--- config.mk ---
export PLATFORM = sky130hd
export DESIGN_NAME = adrgen_top
export DESIGN_NICKNAME = d
export VERILOG_FILES = /design/src/rtl/adrgen_pkg.sv /design/src/rtl/adrgen_ptr_mux.sv /design/src/rtl/adrgen_calc.sv /design/src/rtl/adrgen_top.sv
export SDC_FILE = /design/constraint.sdc
export NUM_CORES = 1
export LEC_CHECK = 0
export BUFFER_PORTS_ARGS = -buffer_cell sky130_fd_sc_hd__buf_2
export CORE_AREA = 2 2 87 89
export DETAILED_ROUTE_END_ITERATION = 6
export DIE_AREA = 0 0 89 91
export GPL_TIMING_DRIVEN = 0
export PLACE_DENSITY = 0.87
export SLEW_MARGIN = 0
export SYNTH_ARGS = -nofsm -noshare
export SYNTH_HDL_FRONTEND = slang
export SYNTH_HIERARCHICAL = 1
export SYNTH_SLANG_ARGS = --single-unit
--- constraint.sdc ---
create_clock -name clk_i -period 0.8 [get_ports clk_i]
set_clock_uncertainty 0.05 [all_clocks]
set_input_delay 0.08 -clock clk_i [delete_from_list [all_inputs] [get_ports clk_i]]
set_output_delay 0.08 -clock clk_i [all_outputs]
set_load 0.005 [all_outputs]
--- src/rtl/adrgen_pkg.sv ---
package adrgen_pkg;
  typedef enum logic [2:0] {
    MODE_PLAIN   = 3'd0,
    MODE_POSTINC = 3'd1,
    MODE_PREDEC  = 3'd2,
    MODE_DISP    = 3'd3,
    MODE_DIRECT  = 3'd4,
    MODE_PM      = 3'd5,
    MODE_PM_INC  = 3'd6,
    MODE_RSVD    = 3'd7
  } mode_e;

  localparam logic [1:0] SEL_X = 2'd0;
  localparam logic [1:0] SEL_Y = 2'd1;
  localparam logic [1:0] SEL_Z = 2'd2;
  localparam int unsigned NUM_PTR = 3;
endpackage

--- src/rtl/adrgen_ptr_mux.sv ---
module adrgen_ptr_mux #(
  parameter int unsigned PTR_W = 16
) (
  input  logic [1:0]       sel_i,
  input  logic [PTR_W-1:0] ptr_x_i,
  input  logic [PTR_W-1:0] ptr_y_i,
  input  logic [PTR_W-1:0] ptr_z_i,
  output logic [PTR_W-1:0] ptr_o,
  output logic             sel_ok_o
);
  import adrgen_pkg::*;

  logic [PTR_W-1:0] ptrs [NUM_PTR];
  logic [NUM_PTR-1:0] hit;

  assign ptrs[0] = ptr_x_i;
  assign ptrs[1] = ptr_y_i;
  assign ptrs[2] = ptr_z_i;

  for (genvar g = 0; g < NUM_PTR; g++) begin : g_hit
    assign hit[g] = (sel_i == 2'(g));
  end

  always_comb begin
    ptr_o = '0;
    for (int i = 0; i < NUM_PTR; i++) begin
      if (hit[i]) ptr_o = ptrs[i];
    end
  end

  assign sel_ok_o = |hit;
endmodule

--- src/rtl/adrgen_calc.sv ---
module adrgen_calc #(
  parameter int unsigned PTR_W  = 16,
  parameter int unsigned DISP_W = 6
) (
  input  adrgen_pkg::mode_e  mode_i,
  input  logic [1:0]         sel_i,
  input  logic               sel_ok_i,
  input  logic [PTR_W-1:0]   ptr_i,
  input  logic [DISP_W-1:0]  disp_i,
  input  logic [PTR_W-1:0]   direct_i,
  output logic [PTR_W-1:0]   addr_o,
  output logic [PTR_W-1:0]   wb_val_o,
  output logic               wb_en_o,
  output logic               pm_o,
  output logic               illegal_o
);
  import adrgen_pkg::*;

  logic [PTR_W-1:0] ptr_inc, ptr_dec, ptr_disp;
  logic [PTR_W-1:0] addr_raw, wb_raw;
  logic             wb_raw_en, pm_raw, bad;

  // all sums truncate to PTR_W, giving modulo wrap
  assign ptr_inc  = ptr_i + PTR_W'(1);
  assign ptr_dec  = ptr_i - PTR_W'(1);
  assign ptr_disp = ptr_i + PTR_W'(disp_i);

  always_comb begin
    addr_raw  = ptr_i;
    wb_raw    = '0;
    wb_raw_en = 1'b0;
    pm_raw    = 1'b0;
    bad       = !sel_ok_i;
    unique case (mode_i)
      MODE_PLAIN: ;
      MODE_POSTINC: begin
        wb_raw    = ptr_inc;
        wb_raw_en = 1'b1;
      end
      MODE_PREDEC: begin
        addr_raw  = ptr_dec;
        wb_raw    = ptr_dec;
        wb_raw_en = 1'b1;
      end
      MODE_DISP: begin
        addr_raw = ptr_disp;
        bad      = !sel_ok_i || (sel_i == SEL_X);
      end
      MODE_DIRECT: begin
        addr_raw = direct_i;
        bad      = 1'b0;
      end
      MODE_PM: begin
        pm_raw = 1'b1;
        bad    = (sel_i != SEL_Z);
      end
      MODE_PM_INC: begin
        pm_raw    = 1'b1;
        wb_raw    = ptr_inc;
        wb_raw_en = 1'b1;
        bad       = (sel_i != SEL_Z);
      end
      default: bad = 1'b1;
    endcase
  end

  assign illegal_o = bad;
  assign addr_o    = bad ? '0 : addr_raw;
  assign wb_val_o  = (bad || !wb_raw_en) ? '0 : wb_raw;
  assign wb_en_o   = !bad && wb_raw_en;
  assign pm_o      = !bad && pm_raw;
endmodule

--- src/rtl/adrgen_top.sv ---
module adrgen_top #(
  parameter int unsigned PTR_W  = 16,
  parameter int unsigned DISP_W = 6
) (
  input  logic              clk_i,
  input  logic              rst_ni,
  input  logic              req_i,
  input  logic [1:0]        sel_i,
  input  logic [2:0]        mode_i,
  input  logic [DISP_W-1:0] disp_i,
  input  logic [PTR_W-1:0]  direct_i,
  input  logic [PTR_W-1:0]  ptr_x_i,
  input  logic [PTR_W-1:0]  ptr_y_i,
  input  logic [PTR_W-1:0]  ptr_z_i,
  output logic              vld_o,
  output logic              illegal_o,
  output logic              pm_o,
  output logic [PTR_W-1:0]  addr_o,
  output logic              wb_en_o,
  output logic [1:0]        wb_sel_o,
  output logic [PTR_W/2-1:0] wb_lo_o,
  output logic [PTR_W/2-1:0] wb_hi_o
);
  import adrgen_pkg::*;

  localparam int unsigned BYTE_W = PTR_W / 2;

  logic [PTR_W-1:0] ptr_sel, addr_c, wb_c;
  logic             sel_ok, wb_en_c, pm_c, bad_c;

  adrgen_ptr_mux #(.PTR_W(PTR_W)) u_mux (
    .sel_i    (sel_i),
    .ptr_x_i  (ptr_x_i),
    .ptr_y_i  (ptr_y_i),
    .ptr_z_i  (ptr_z_i),
    .ptr_o    (ptr_sel),
    .sel_ok_o (sel_ok)
  );

  adrgen_calc #(.PTR_W(PTR_W), .DISP_W(DISP_W)) u_calc (
    .mode_i    (mode_e'(mode_i)),
    .sel_i     (sel_i),
    .sel_ok_i  (sel_ok),
    .ptr_i     (ptr_sel),
    .disp_i    (disp_i),
    .direct_i  (direct_i),
    .addr_o    (addr_c),
    .wb_val_o  (wb_c),
    .wb_en_o   (wb_en_c),
    .pm_o      (pm_c),
    .illegal_o (bad_c)
  );

  always_ff @(posedge clk_i or negedge rst_ni) begin
    if (!rst_ni) begin
      vld_o     <= 1'b0;
      illegal_o <= 1'b0;
      pm_o      <= 1'b0;
      addr_o    <= '0;
      wb_en_o   <= 1'b0;
      wb_sel_o  <= '0;
      wb_lo_o   <= '0;
      wb_hi_o   <= '0;
    end else if (req_i) begin
      vld_o     <= !bad_c;
      illegal_o <= bad_c;
      pm_o      <= pm_c;
      addr_o    <= addr_c;
      wb_en_o   <= wb_en_c;
      wb_sel_o  <= wb_en_c ? sel_i : 2'd0;
      wb_lo_o   <= wb_c[BYTE_W-1:0];
      wb_hi_o   <= wb_c[PTR_W-1:BYTE_W];
    end else begin
      vld_o     <= 1'b0;
      illegal_o <= 1'b0;
      pm_o      <= 1'b0;
      addr_o    <= '0;
      wb_en_o   <= 1'b0;
      wb_sel_o  <= '0;
      wb_lo_o   <= '0;
      wb_hi_o   <= '0;
    end
  end
endmodule

==> results of run 1 <==
-- flip-flops by register name (all words and copies together) (netlist names) --
register,flops
addr_o,16
wb_hi_o,8
illegal_o,1
wb_lo_o,8
wb_en_o,1
wb_sel_o,2
pm_o,1
vld_o,1
-- layer usage --
metal	vias up	wire length, µm
li1	1980	-
met1	2253	5960
met2	536	8096
met3	170	2314
met4	2	1538
met5	-	13
-- report_power, final --
part	internal [mW]	switching, mW
registers	2.00	0.0186
logic	1.68	1.99
clock network	1.33	0.719
-- logic make-up (layout without fill, tap and decap cells) --
family	after synthesis	after routing	synth area share, %
AO/OA/AOI/OAI	142	142	27.53
XOR/XNOR	18	18	4.396
adder cells (fa/ha/maj)	9	9	3.350
buffers and inverters	48	247	7.711
flip-flops	38	38	26.52
multiplexers	19	19	5.652
AND/OR/NAND/NOR	158	158	24.84
-- timing repair --
action | CTS | global route
hold endpoints to repair | 41 | 38
gates cloned | 3 | 1
setup endpoints to repair | 76 | 76
pin swaps | 69 | 58
setup buffers | 53 | 18
resized for setup | 137 | 59
-- metrics by stage --
step                      instance area [µm²]  hold slack, ns  total power, mW
after CTS                                5715         -0.1475            7.094
final                                    6112         -0.1887            7.748
after detailed placement                 4479          0.1715            4.307
after floorplan                          3785         -0.2656            3.550
after global placement                   4479          0.1387            4.264
after global routing                     6112         -0.1062            7.985
-- layout make-up --
type                    instances  share of cell area, %
clock inverters                 2                 0.9826
plain buffers                  36                  5.834
repair buffers                192                  22.60
multi-input cells             346                  50.85
inverters                      11                 0.7984
flip-flops and latches         38                  15.56
clock buffers                   6                  1.351
well taps                      99                  2.027
-- cells in the mapped netlist, types with 6 or more instances --
master	count	area [µm²]
nor2_1	42	157.7
dfrtp_1	38	950.9
buf_2	7	35.03
mux2i_1	18	180.2
nand2_1	25	93.84
a211oi_1	9	67.56
xor2_1	10	87.58
inv_1	10	37.54
o21ai_0	22	110.1
ha_1	8	100.1
o2bb2ai_1	17	148.9
a21oi_1	34	170.2
buf_6	7	78.83
o22ai_1	10	62.56
xnor2_1	8	70.07
nor3_1	7	35.03
nor2b_1	6	37.54
clkbuf_1	16	60.06
and2_1	35	219.0
nand4_1	7	43.79
nand3_1	9	45.04
-- how the worst max path moves through the flow --
stage / startpoint / to / slack, ns / cells past startpoint
2_1_floorplan: sel_i[0] / addr_o[12]$_DFF_PN0_ / -1.67 / 13
4_1_cts: sel_i[0] / addr_o[10]$_DFF_PN0_ / -1.53 / 16
3_5_place_dp: sel_i[0] / addr_o[12]$_DFF_PN0_ / -2.29 / 13
6_report: sel_i[1] / addr_o[13]$_DFF_PN0_ / -1.84 / 16
3_3_place_gp: sel_i[1] / addr_o[12]$_DFF_PN0_ / -2.24 / 15
5_1_grt: sel_i[1] / addr_o[13]$_DFF_PN0_ / -1.86 / 16
-- cell usage in the layout, fill, tap and decap left out, types with 4 or more instances in the layout --
cell,count
buf_8,6
o2bb2ai_1,5
and2_1,33
o2bb2ai_2,5
a211oi_1,4
clkbuf_2,6
buf_2,117
o22ai_1,5
o21ai_1,9
nor2_1,29
o221ai_1,4
nor2_4,8
clkbuf_8,7
xor2_1,8
mux2i_1,13
xnor2_1,6
nand4_1,7
a21oi_4,4
inv_1,4
buf_12,9
dfrtp_1,38
o2bb2ai_4,7
a31oi_1,4
a21oi_1,21
ha_4,6
nand3_1,6
a21oi_2,10
a22oi_1,4
nor2_2,5
o21a_1,5
nand2_1,20
buf_4,51
o22ai_2,6
buf_6,28
a211oi_2,6
o21ai_0,12
inv_2,4
nor3_1,4
==> impl_metrics.json, run 1 <==
{
  "peakVddDrop_mv": 0.7850,
  "routabilityCongestion": 0.9789,
  "place_ws_ns": -2.286,
  "power_density_mw_per_mm2": 1268,
  "final-hold-violation-count": 38,
  "syn_avg_cell_area_um2": 8.301,
  "io_buffers": 114,
  "setup_ws_ns": -1.838,
  "netlist_area_mm2": 0.003586,
  "path_class": "in -> reg",
  "clk_path_buf_depth": 2,
  "multi_input_area_mm2": 0.003108,
  "cts.clk_slew.worst_paths_ns": 0.09,
  "cp.required_ns": 0.98,
  "fin_util_pct": 85.64,
  "ant_nets": 0,
  "critPathLaunchType": "input pin",
  "critical_path_arrival_ns": 2.82,
  "cts_hold_buf": 3,
  "top_usage_layer": "met2",
  "fin_cells": 730,
  "slew_violations": 0,
  "drt_iter0_drc": 681,
  "fin_hold_ws_ns": -0.1887,
  "routed_wirelength_mm": 17.92,
  "via_count": 4941,
  "ys_types": 71,
  "worst-path-max-fanout": 6,
  "core_mm2": 0.007137,
  "fmax_ghz": 0.3790,
  "grt_util_met2_pct": 61.82,
  "ys_seq_area_share_pct": 26.52,
  "drv_cap": 0,
  "use_met3_pct": 4.818,
  "cts-root-buf": "clkbuf_8",
  "drtPass1Iterations": 5,
  "num-fill-cells": 417,
  "insertedDiodeCount": 0,
  "grt_max_degree": 39,
  "layout.nets": 717,
  "cpLargestDelayFamily": "buffers and inverters",
  "path_buf_inv": 7,
  "die_w_um": 89,
  "h-tree-depth": 2,
  "critPathSlowestCell": "nor4_4",
  "grt_pass1_wl_mm": 23.57,
  "relSlewSlack_pct": 41.27,
  "synthToLayoutAreaGrowth_pct": 70.45,
  "io_pins": 116,
  "finalCritPeriodShare_pct": 329.8,
  "cts_tree": "built",
  "ys.warnings.count": 6,
  "synth_edf_count": 0,
  "setup_viol": 76,
  "syn_nets": 519,
  "cts_buffers": 5,
  "p_leak_nw": 2.742,
  "track_usage_pct": 37.96,
  "tns_ns": -50.70,
  "synth-main-ff-cell": "dfrtp_1",
  "place_inst": 645,
  "violations": "hold timing, setup timing",
  "grt_pass1_vias": 4498,
  "clock-sinks": 38,
  "finalCriticalPeriod_ns": 2.638,
  "regArea_um2": 950.9,
  "use_met1_pct": 48.35,
  "outcome": "complete, but fails checks",
  "drive_above_1_share_pct": 56.10,
  "viasPerCell": 6.768,
  "hold_path.class": "in -> async",
  "dpl.hpwl_mm": 9.809,
  "synth_seq_cells": 38,
  "grt_setup_unrepaired": "yes",
  "start_util_pct": 50.25,
  "post_drt_wl_per_cell_um": 24.55,
  "slowest_delay_ns": 0.31,
  "num_rows": 31,
  "worstPathCellList": "buf_8, buf_12, nor2b_4, buf_6, buf_4, buf_12, o2bb2ai_2, buf_6, nor4_4, nand4_1, buf_4, xnor2_1, o21ai_1, o221ai_2, a21oi_2, and2_1",
  "grt_overflow": 0,
  "dieArea_mm2": 0.008099,
  "syn_inst": 432,
  "async_reset_ff_share_pct": 100.0,
  "antenna_found_initial": 1,
  "cp-end-kind": "register",
  "drcViolationCount": 0,
  "worst_slew_pin_slew_ns": 0.8810,
  "die_h_um": 91
}
(Power assumes the default switching activity.)
==> run 2, diff against run 1 <==
GPL_TIMING_DRIVEN = unset   (was 0)
clock period = 3.35 ns   (was 0.8 ns; I/O delays follow)
==> run 2 against run 1 <==
Effect of this change: worst hold slack improved by 0.27 ns; worst setup slack improved by 2.2 ns; largest cell class unchanged; critical path depth decreased by 4; combinational power decreased by 86%; the flow now finishes without violations; wire length decreased by 35%; sequential share of layout area increased by 6.1 points; sequential power decreased by 76%; first-iteration DRC count decreased by 37%; critical endpoint is now addr_o[10]$_DFF_PN0_.
==> impl_metrics.json, run 2 (same netlist as run 1, synthesis figures left out) <==
{
  "cts_setup_buffers": 0,
  "core_mm2": 0.007137,
  "hold_path.class": "in -> async",
  "clock-sinks": 38,
  "die_w_um": 89,
  "finalCritPeriodShare_pct": 88.60,
  "num_rows": 31,
  "ant_nets": 0,
  "drt_iter0_drc": 429,
  "met3WireLength_mm": 1.237,
  "clk_path_buf_depth": 2,
  "post_drt_wl_per_cell_um": 18.00,
  "tns_ns": 0,
  "cts_hold_buf": 0,
  "seq_power_share_pct": 32.7,
  "p_clk_share_pct": 33.0,
  "wl_met2_mm": 5.049,
  "layout.cells.most_common_list": "115 x buf_2, 42 x nor2_1, 38 x dfrtp_1, 35 x and2_1, 34 x a21oi_1",
  "met1_length_mm": 5.101,
  "worst-path-max-fanout": 14,
  "synthToLayoutAreaGrowth_pct": 22.58,
  "grt_pass1_wl_mm": 18.19,
  "critPathLaunchType": "input pin",
  "cp-end-kind": "register",
  "routabilityCongestion": 0.9496,
  "sw_frac_of_total_pct": 32.08,
  "fin_cells": 644,
  "top_register": "addr_o",
  "worst_slew_pin_slew_ns": 0.8209,
  "fmax_ghz": 0.3369,
  "grt_overflow": 0,
  "switchingPower_uw": 474.2,
  "highest-signal-layer": "met4",
  "die_h_um": 91,
  "critical_path_arrival_ns": 3.15,
  "io_pins": 116,
  "finalCriticalPeriod_ns": 2.968,
  "drcViolationCount": 0,
  "insertedDiodeCount": 0,
  "viasPerCell": 6.071,
  "largest_reg_flops": 16,
  "fin_util_pct": 61.59,
  "routed_wirelength_mm": 11.59,
  "cts_resized": 0,
  "dpl_cell_area_mm2": 0.004253,
  "start_util_pct": 50.25,
  "setup_viol": 0,
  "worstPathCellList": "buf_2, buf_4, mux2i_1, o2bb2ai_1, ha_1, nor2b_1, o211ai_1, a21oi_1, a2bb2oi_1, a211oi_1, o221a_1, and2_1",
  "final_area_mm2": 0.004395,
  "p_leak_nw": 2.067,
  "critPathSlowestCell": "a21oi_1",
  "path_class": "in -> reg",
  "outcome": "completed",
  "setup_ws_ns": 0.3818,
  "drv_cap": 0,
  "slew_violations": 0,
  "final-hold-violation-count": 0,
  "cts_buffers": 5,
  "track_usage_pct": 28.56,
  "slowest_delay_ns": 0.53,
  "place_ws_ns": 0.07864,
  "peakVddDrop_mv": 0.1434,
  "drive_above_1_share_pct": 30.83,
  "h-tree-depth": 2,
  "cts-root-buf": "clkbuf_8",
  "io_buffers": 115,
  "grt_setup_unrepaired": "no",
  "cts_tree": "built",
  "p_int_mw": 1.004,
  "power_mw": 1.478,
  "cts.clk_slew.worst_paths_ns": 0.09,
  "layout.nets": 631,
  "via_count": 3910,
  "relSlewSlack_pct": 45.27,
  "grt_max_degree": 39,
  "power_density_mw_per_mm2": 336.3,
  "reg.largest.list": "addr_o (16), wb_hi_o (8), wb_lo_o (8)",
  "comb_power_share_pct": 34.3,
  "cp.required_ns": 3.53,
  "dpl.hpwl_mm": 8.798,
  "dieArea_mm2": 0.008099,
  "place_inst": 636,
  "drtPass1Iterations": 5,
  "grt_pass1_vias": 3479,
  "fin_hold_ws_ns": 0.08295,
  "antenna_found_initial": 0,
  "final_common_cell": "buf_2"
}
==> run 2: cell types whose count changed in the layout (fill, tap and decap cells not counted), moves of 7 or more <==
cell and delta:
a21oi_1 +13, o2bb2ai_4 -7, ha_1 +7, o21ai_0 +10, buf_12 -9, buf_4 -24, nor2_4 -8, buf_6 -28
a21oi_2 -9, o2bb2ai_1 +12, nor2_1 +13
==> run 2: per-layer routing <==
layer	vias up	track usage [%]
li1	1814	-
met1	1817	43.51
met2	257	41.85
met3	22	4.818
met4	0	6.343
met5	-	0
==> run 2: power groups by stage <==
stage                     Sequential, mW  Clock, mW  Combinational, mW
after global routing               0.486      0.507              0.548
after CTS                          0.484      0.492              0.497
after detailed placement           0.493          0              0.496
after floorplan                    0.496          0              0.320
after global placement             0.492          0              0.486
final                              0.484      0.488              0.507
==> run 2: cell type report <==
type / count / area (µm²)
fillers: 691 / 2741
clock buffers: 6 / 82.58
inverters: 11 / 41.29
flip-flops and latches: 38 / 950.9
repair buffers: 142 / 778.2
well taps: 99 / 123.9
clock inverters: 2 / 60.06
multi-input cells: 346 / 2359
==> run 2: worst max-delay path by stage <==
| stage | startpoint | end | slack (ns) | depth (start not counted) |
|---|---|---|---|---|
| after floorplan | sel_i[0] | addr_o[12]$_DFF_PN0_ | 0.16 | 13 |
| after global placement | sel_i[0] | addr_o[15]$_DFF_PN0_ | 0.19 | 12 |
| after detailed placement | sel_i[0] | addr_o[10]$_DFF_PN0_ | 0.08 | 12 |
| after CTS | sel_i[0] | addr_o[10]$_DFF_PN0_ | 0.40 | 12 |
| after global routing | sel_i[0] | addr_o[12]$_DFF_PN0_ | 0.08 | 12 |
| final | sel_i[0] | addr_o[10]$_DFF_PN0_ | 0.38 | 12 |
==> run 2: worst max-delay path: cells and delay by family <==
| family | cells | cell delay, ns |
|---|---|---|
| buffers and inverters | 2 | 0.49 |
| multiplexers | 1 | 0.21 |
| AO/OA/AOI/OAI | 6 | 1.42 |
| AND/OR/NAND/NOR | 2 | 0.32 |
| adder cells (fa/ha/maj) | 1 | 0.37 |
